File: src/rtl/pp_frame_decoder.sv
module pp_frame_decoder #(
  parameter int SLOT_CYC = 256,
  parameter int JIT_TOL  = 8,
  parameter int POR_CYC  = 1356
) (
  input  logic       clk,
  input  logic       rst_n,
  input  logic       pause_i,
  output logic       byte_valid,
  output logic [7:0] byte_data,
  output logic       byte_last,
  output logic       frame_err,
  output logic       sel_256
);
  localparam int Q    = SLOT_CYC / 4;
  localparam int SL   = $clog2(SLOT_CYC);
  localparam int PW   = SL + 8;
  localparam int CMAX = (POR_CYC > 16 * Q) ? POR_CYC : 16 * Q;
  localparam int CW   = $clog2(CMAX + 2);
  localparam logic [PW-1:0] END4   = PW'(4 * SLOT_CYC - 1);
  localparam logic [PW-1:0] END256 = PW'(256 * SLOT_CYC - 1);

  typedef enum logic [2:0] {S_POR, S_IDLE, S_SOF, S_SOFW, S_DATA, S_EOFW} st_t;

  st_t           st;
  logic          pause_q, seen, mode, pend_v;
  logic [CW-1:0] cnt;
  logic [PW-1:0] ph;
  logic [7:0]    sym, pend;
  logic [5:0]    acc;
  logic [1:0]    pairs;

  function automatic logic near(int v, int c);
    return (v >= c - JIT_TOL) && (v <= c + JIT_TOL);
  endfunction

  wire          rise    = pause_i & ~pause_q;
  wire [SL-1:0] off     = ph[SL-1:0];
  wire [7:0]    slot    = ph[PW-1:SL];
  wire          in_data = near(int'(off), 3 * Q);
  wire          in_eof  = near(int'(off), Q) && slot == 8'd0;
  wire          sym_end = ph == (mode ? END256 : END4);
  wire          full    = mode || pairs == 2'd3;
  wire [7:0]    done_b  = mode ? sym : {sym[1:0], acc};
  wire          cnt_top = int'(cnt) > 10 * Q + JIT_TOL;

  assign sel_256 = mode;

  always_ff @(posedge clk or negedge rst_n) begin
    if (!rst_n) begin
      st <= S_POR; pause_q <= 1'b0; cnt <= '0; ph <= '0; seen <= 1'b0;
      mode <= 1'b0; pend_v <= 1'b0; pend <= '0; sym <= '0; acc <= '0;
      pairs <= '0; byte_valid <= 1'b0; byte_data <= '0; byte_last <= 1'b0;
      frame_err <= 1'b0;
    end else begin
      pause_q    <= pause_i;
      cnt        <= cnt + 1'b1;
      byte_valid <= 1'b0;
      byte_last  <= 1'b0;
      frame_err  <= 1'b0;
      case (st)
        S_POR:  if (int'(cnt) == POR_CYC - 1) st <= S_IDLE;
        S_IDLE: if (rise) begin st <= S_SOF; cnt <= CW'(1); end
        S_SOF: begin
          if (rise) begin
            if (near(int'(cnt), 10 * Q)) begin mode <= 1'b0; st <= S_SOFW; end
            else if (near(int'(cnt), 14 * Q)) begin mode <= 1'b1; st <= S_SOFW; end
            else st <= S_IDLE;
          end else if (int'(cnt) > 14 * Q + JIT_TOL) st <= S_IDLE;
        end
        S_SOFW: begin
          if (rise) st <= S_IDLE;
          else if (int'(cnt) == 15 * Q - 1) begin
            st <= S_DATA; ph <= '0; seen <= 1'b0; pairs <= '0; pend_v <= 1'b0;
          end
        end
        S_DATA: begin
          ph <= sym_end ? '0 : ph + 1'b1;
          if (rise) begin
            if (in_data && !seen) begin
              seen <= 1'b1; sym <= slot;
            end else if (in_eof && !seen && pairs == 2'd0) begin
              st <= S_EOFW; cnt <= CW'(1);
            end else begin
              frame_err <= 1'b1; st <= S_IDLE; pend_v <= 1'b0;
            end
          end else if (sym_end) begin
            seen <= 1'b0;
            if (!seen) begin
              frame_err <= 1'b1; st <= S_IDLE; pend_v <= 1'b0;
            end else begin
              if (!mode) pairs <= pairs + 1'b1;
              if (full) begin
                if (pend_v) begin byte_valid <= 1'b1; byte_data <= pend; end
                pend <= done_b; pend_v <= 1'b1;
              end else begin
                case (pairs)
                  2'd0:    acc[1:0] <= sym[1:0];
                  2'd1:    acc[3:2] <= sym[1:0];
                  default: acc[5:4] <= sym[1:0];
                endcase
              end
            end
          end
        end
        S_EOFW: begin
          if (rise) begin
            if (near(int'(cnt), 10 * Q)) begin
              if (pend_v) begin byte_valid <= 1'b1; byte_last <= 1'b1; byte_data <= pend; end
            end else frame_err <= 1'b1;
            st <= S_IDLE; pend_v <= 1'b0;
          end else if (cnt_top) begin
            frame_err <= 1'b1; st <= S_IDLE; pend_v <= 1'b0;
          end
        end
        default: st <= S_IDLE;
      endcase
    end
  end

  assert_por_quiet_R1: assert property (@(posedge clk) disable iff (!rst_n)
    (st == S_POR) |=> (!byte_valid && !frame_err));
  assert_pairs_idle_R4: assert property (@(posedge clk) disable iff (!rst_n)
    (st == S_DATA && mode) |-> (pairs == 2'd0));
  assert_err_excl_R6: assert property (@(posedge clk) disable iff (!rst_n)
    frame_err |-> !byte_valid);
  assert_err_idle_R7: assert property (@(posedge clk) disable iff (!rst_n)
    frame_err |-> (st == S_IDLE));
  assert_seen_edge_R7: assert property (@(posedge clk) disable iff (!rst_n)
    $rose(seen) |-> $past(rise));
  assert_last_valid_R8: assert property (@(posedge clk) disable iff (!rst_n)
    byte_last |-> (byte_valid && st == S_IDLE));
  assert_mode_hold_R9: assert property (@(posedge clk) disable iff (!rst_n)
    (st == S_DATA && $past(st) == S_DATA) |-> $stable(mode));
endmodule

File: config.mk
export PLATFORM = sky130hd
export DESIGN_NAME = pp_frame_decoder
export DESIGN_NICKNAME = d
export VERILOG_FILES = /design/src/rtl/pp_frame_decoder.sv
export SDC_FILE = /design/constraint.sdc
export NUM_CORES = 1
export LEC_CHECK = 0
export BUFFER_PORTS_ARGS = -buffer_cell sky130_fd_sc_hd__buf_2
export CAP_MARGIN = 5
export CORE_ASPECT_RATIO = 1.1
export CORE_MARGIN = 2
export CORE_UTILIZATION = 60
export CTS_CLUSTER_SIZE = 12
export DETAILED_ROUTE_END_ITERATION = 10
export PLACE_DENSITY = 0.88
export SETUP_SLACK_MARGIN = 0.2
export SLEW_MARGIN = 20
export SYNTH_ARGS = -nofsm -noshare
export SYNTH_HDL_FRONTEND = slang
export SYNTH_SLANG_ARGS = --single-unit
File: constraint.sdc
create_clock -name clk -period 4.41 [get_ports clk]
set_input_delay 0.6615 -clock clk [delete_from_list [all_inputs] [get_ports clk]]
set_output_delay 0.6615 -clock clk [all_outputs]
set_load 0.01 [all_outputs]
# After elaboration in Yosys (flattened, before gate mapping)
# Cells that the tools add are included.
[op_classes]
div = 0
eq_ne = 30
n_reduce_logical = 30
n_shift = 0
n_mul = 0
order_cmp = 10
n_bitwise = 5
n_mux = 77
addsub = 3
[ops]
columns = ["operator", "n"]
rows = [
  ["two-way mux 16 bit", 4],
  ["two-way mux 8 bit", 8],
  ["two-way mux 11 bit", 4],
  ["two-way mux 3 bit", 13],
  ["one-hot mux 16 bit (2 select lines)", 1],
  ["two-way mux 1 bit", 31],
  ["!= test 3 bit (second input constant)", 8],
  ["equality test 11 bit (second input constant)", 2],
  [">= comparator 11 x 10 -> 1 bit (second input constant)", 2],
  ["> comparator 11 x 10 -> 1 bit (second input constant)", 2],
  ["less-or-equal comparator 11 x 10 -> 1 bit (second input constant)", 2],
  ["!= test 2 bit (second input constant)", 11],
  ["one-hot mux 11 bit (2 select lines)", 1],
  ["one-hot mux 3 bit (6 select lines)", 1],
  ["AND reduction 6 bit", 3],
  ["adder 16 x 1 -> 16 bit (second input constant)", 1],
  ["equality test 16 bit", 1],
  ["two-way mux 2 bit", 8],
  ["one-hot mux 8 bit (2 select lines)", 1],
  ["AND reduction 8 bit", 2],
  ["AND reduction 7 bit", 2],
  ["adder 11 x 1 -> 11 bit (second input constant)", 1],
  ["AND reduction 5 bit", 2],
  ["AND reduction 3 bit", 3],
  ["25 further kinds", 41],
]
[totals]
inputBits = 3
latch_bits = 0
mem_bits_ro = 0
mem_bits_rw = 0
output_inout_bits = 12
reg_bits = 69
elab_cells = 172
n_memories = 0

# Longest topological paths before layout
[depth]
word_depth = 9
depth_mapped = 9
ltp_nobuf = 8

# Worst setup path after synthesis
# OpenSTA, ideal clock, no wires.
[synth_timing]
path_kind = "flip-flop to flip-flop"
start = "register ph[0]"
end = "register byte_data[0]"
stages_incl_launch_ff = 9
path_buffers = 1
path_slack_ns = 2.157
required_ns = 4.285
period_less_slack_ns = 2.253
setup_ns = 0.125
arrival_ns = 2.127
cell_sequence = "dfrtp_1 ha_1 nand4_1 or3_1 o21ba_2 nand2_4 o21bai_4 buf_8 mux2_4"
[synth_via]
elab_chain_len = 3
[synth_lines]
columns = ["element", "line", "source"]
rows = [
  ["start, declared", "28", "logic [PW-1:0] ph;"],
  ["start signal, assigned", "78", "ph <= sym_end ? '0 : ph + 1'b1;"],
  ["equality test 16 bit", "42", "wire sym_end = ph == (mode ? END256 : END4);"],
  ["!= test 2 bit (no line)", "--", ""],
  ["AND reduction 7 bit (no line)", "--", ""],
  ["end signal, assigned", "53", "pairs <= '0; byte_valid <= 1'b0; byte_data <= '0; byte_last <= 1'b0;"],
  ["end signal, assigned", "94", "if (pend_v) begin byte_valid <= 1'b1; byte_data <= pend; end"],
  ["end signal, assigned", "109", "if (pend_v) begin byte_valid <= 1'b1; byte_last <= 1'b1; byte_data <= pend; end"],
  ["end, declared", "10", "output logic [7:0] byte_data,"],
]
# No other way between the ends.
# A chain may end at the register's enable or synchronous reset.

# Worst setup path after layout
[layout_timing]
start = "register st[0]"
end = "register byte_data[3]"
[layout_via]
elab_chain_len = 3
elab_cells_between_ends = 11
cone_classes = "eq/ne (8); mux (1); reduce/logical (2)"
[layout_lines]
columns = ["element", "line", "source"]
rows = [
  ["start, declared", "25", "st_t st;"],
  ["equality test 3 bit", "61", "case (st)"],
  ["!= test 2 bit (no line) or nonzero test 2 bit (tied branches)", "--", ""],
  ["AND reduction 7 bit (no line)", "--", ""],
]
# Parallel ways exist; a longest one is shown, timed or not.

==> reports/qor.csv <==
stage,metric,value,unit
routing,final WL,7600,µm
global_route,initial antenna violation count,0,
clock_tree,clock root buffer,clkbuf_8,
global_route,first-pass GRT wire length,13100,µm
sta,Sum Neg Setup Slack,0,ns
worst_setup_path,WP buf/inv,1,
sta,crit path time final,2.75,ns
worst_setup_path,cell breakdown of the critical path,"inv_1, nand3_1, nor3_1, nand2_4, o21bai_4, mux2_4",
yosys,"Net Count, Synth",356,
yosys,synth warn,0,
yosys,Syn Inst Count,346,
floorplan,IO Count,15,
yosys,"flops & latches, synth",69,
worst_setup_path,crit end category,flip-flop,
clock_tree,H-tree depth,3,
worst_hold_path,HP Class,in -> reg,
clock_tree,TritonCTS Sinks,69,
finish,area grow syn2layout,8.08,%
clock_tree,Post-CTS Hold Fix Bufs,0,
global_route,Total Routing Usage GR,25.2,%
global_route,grt ovf,0,
worst_setup_path,Crit Path Max Fanout,17,
finish,most frequent cells in the layout,"69 x dfrtp_1, 30 x nand2_1, 26 x nor2_1, 26 x o21ai_0, 15 x nand3_1",
clock_tree,post-CTS sizing,0,
place,Cells after DPL,423,
place,Final GP Congestion,0.909,
sta,final worst path period share,62.4,%
worst_setup_path,crit-path leading delay family,simple AND/OR/NAND/NOR gates,
worst_setup_path,Crit path required time,4.64,ns
yosys,Main synth FF type,dfrtp_1,
finish,Antenna Cells,0,
power,Max VDD drop,0.168,mV
routing,Avg WL per Cell,17.3,µm
routing,routed vias,2704,
finish,"commonest non-fill, non-tap cell in the layout",dfrtp_1,
floorplan,initial core utilization,62.7,%
sta,worst clock skew,0.00971,ns
routing,Pre-antenna DRT Iters,4,
power,Cell Pwr Density,298,nW/µm²
worst_setup_path,worst stage delay on the critical path,0.53,ns
routing,drt initial violations,161,
worst_setup_path,critical path arrival,2.99,ns
sta,unrepaired setup endpoints after global routing,false,
finish,fraction of layout cells with a size suffix above 1,18.3,%
finish,multi-input combinational cell area,1790,µm²
sta,Final Max Tran Viols,0,
clock_tree,Worst-path clk slew,0.07,ns
finish,Nets,367,
run_status,outcome,"finished, final reports clean",
sta,Slew Limit Headroom,36.6,%
global_route,largest net degree at the start of global routing,44,
yosys,sequential share of the synthesized area,47.5,%
clock_tree,TritonCTS Buffers,9,
clock_tree,insertion delay to the later sink of the worst-skew pair,0.34,ns
power,LEAKAGE,0.00175,µW
routing,DR DRC count,0,
floorplan,chip height,85.7,µm
global_route,vias in the first global route,2690,
worst_setup_path,worst setup path startpoint,st[0],
clock_tree,CTS tree,built,
finish,filler cell count,437,
worst_setup_path,"slowest stage cell, crit path",nor3_1,
place,Post-DP HPWL,5100,µm
floorplan,total die area,6700,µm²
yosys,Post-synth ARST share,100,%
sta,Setup Viol. Count Final,0,
yosys,synth unique cells,60,
clock_tree,clock buffer depth,2,
finish,Register Area,1730,µm²
yosys,number of flops mapped to enable cells by yosys,0,
clock_tree,Setup Buffers After CTS,0,
worst_setup_path,crit path kind,reg -> reg,
floorplan,core box area,5810,µm²
sta,worst slew pin tran,0.951,ns
floorplan,Chip Width,78.3,µm
worst_setup_path,Worst R2R Start,st[0],
routing,ANT nets after route,0,
worst_setup_path,CP Launch Type,flip-flop,
sta,"Hold Vio Cnt, Final",0,
place,Port Buf Inserts,14,
worst_hold_path,min-delay src,pause_i,
yosys,mean area per synthesized cell,10.5,µm²
yosys,Post-Synthesis Cell Area,3640,µm²
finish,Post-Layout Cell Count,438,
floorplan,Row Count,29,
sta,Peak Freq,363,MHz
routing,Vias/cell,6.17,
run,max_cap viols,0,
[stage by stage]
| stage | area (µm²) | hold slack, ns | worst slack [ns] | total power, µW | util (%) |
|---|---|---|---|---|---|
| floorplan | 3640 | 0.366 | 2.16 | 648 | - |
| global placement | 3730 | 0.461 | 1.55 | 662 | 64.2 |
| detailed placement | 3730 | 0.472 | 1.42 | 663 | 64.2 |
| CTS | 3930 | 0.439 | 1.70 | 1180 | 67.7 |
| global route | 3930 | 0.443 | 1.52 | 1210 | 67.7 |
| finish | 3930 | 0.449 | 1.66 | 1170 | 67.7 |
[cell families after synthesis]
group / count (synthesis) / share of synthesized area, %
AOI/OAI and AO/OA: 62 / 11.9
and+or+nand+nor: 134 / 20.5
buffers and inverters: 27 / 3.51
DFF: 69 / 47.5
muxes: 32 / 10.6
xor gates and xnor gates: 15 / 3.61
adders and majority gates: 7 / 2.41
[area by class of cell]
type | instances | share of cell area (%)
timing repair buffer | 15 | 1.97
tap | 77 | 2.45
clock buffer | 11 | 3.85
multi-input combinational | 250 | 45.5
sequential | 69 | 43.9
inverter | 12 | 1.15
clock inverter | 4 | 1.21
[path summary, 6_finish.rpt]
kind | to | slack, ns | cells past startpoint
worst min register to register | pend[4] | 0.48 | 2
min in group asynchronous | byte_data[1] | 0.46 | 1
worst min-delay path | pause_q | 0.45 | 1
worst max-delay path | byte_data[3] | 1.66 | 6
max in group asynchronous | ph[6] | 3.04 | 2
worst max register to register | byte_data[3] | 1.66 | 6
[synthesized netlist by cell type, types with 4 or more instances]
library cell | number | area [µm²]
mux2_4 | 10 | 150
dfrtp_1 | 69 | 1730
xor2_1 | 5 | 43.8
mux2i_1 | 9 | 90.1
a21oi_1 | 6 | 30.0
nand4_1 | 7 | 43.8
o31ai_1 | 4 | 30.0
nor2_1 | 26 | 97.6
nor3_1 | 11 | 55.1
mux2_2 | 9 | 101
and3_1 | 6 | 37.5
mux2_1 | 4 | 45.0
and4_1 | 4 | 35.0
inv_1 | 12 | 45.0
o21ai_0 | 26 | 130
nand2_1 | 30 | 113
clkbuf_1 | 6 | 22.5
nand3_1 | 15 | 75.1
nor4_1 | 5 | 31.3
nand2b_1 | 6 | 37.5
ha_1 | 7 | 87.6
xnor2_1 | 10 | 87.6
buf_2 | 6 | 30.0
[registers in the layout, indices dropped and copies added, names as in the netlist, 2 cells and up]
| name | cells |
|---|---|
| byte_data | 8 |
| pend | 8 |
| st | 3 |
| sym | 8 |
| pairs | 2 |
| ph | 16 |
| cnt | 11 |
| acc | 6 |
[report_power, final]
| part | leakage [µW] | internal [µW] | switching [µW] |
|---|---|---|---|
| registers | 0.000895 | 633 | 0.205 |
| logic | 0.000757 | 1.99 | 15.0 |
| clock network | 0.000101 | 287 | 234 |
| total | 0.00175 | 922 | 249 |
[layer usage]
layer / GRT usage (%) / wire length (µm)
met2: 40.5 / 3870
met1: 32.0 / 3070
met4: 13.2 / 210
met5: 0 / 0
met3: 5.79 / 441
Note: power is estimated with default switching activity, not from simulation.
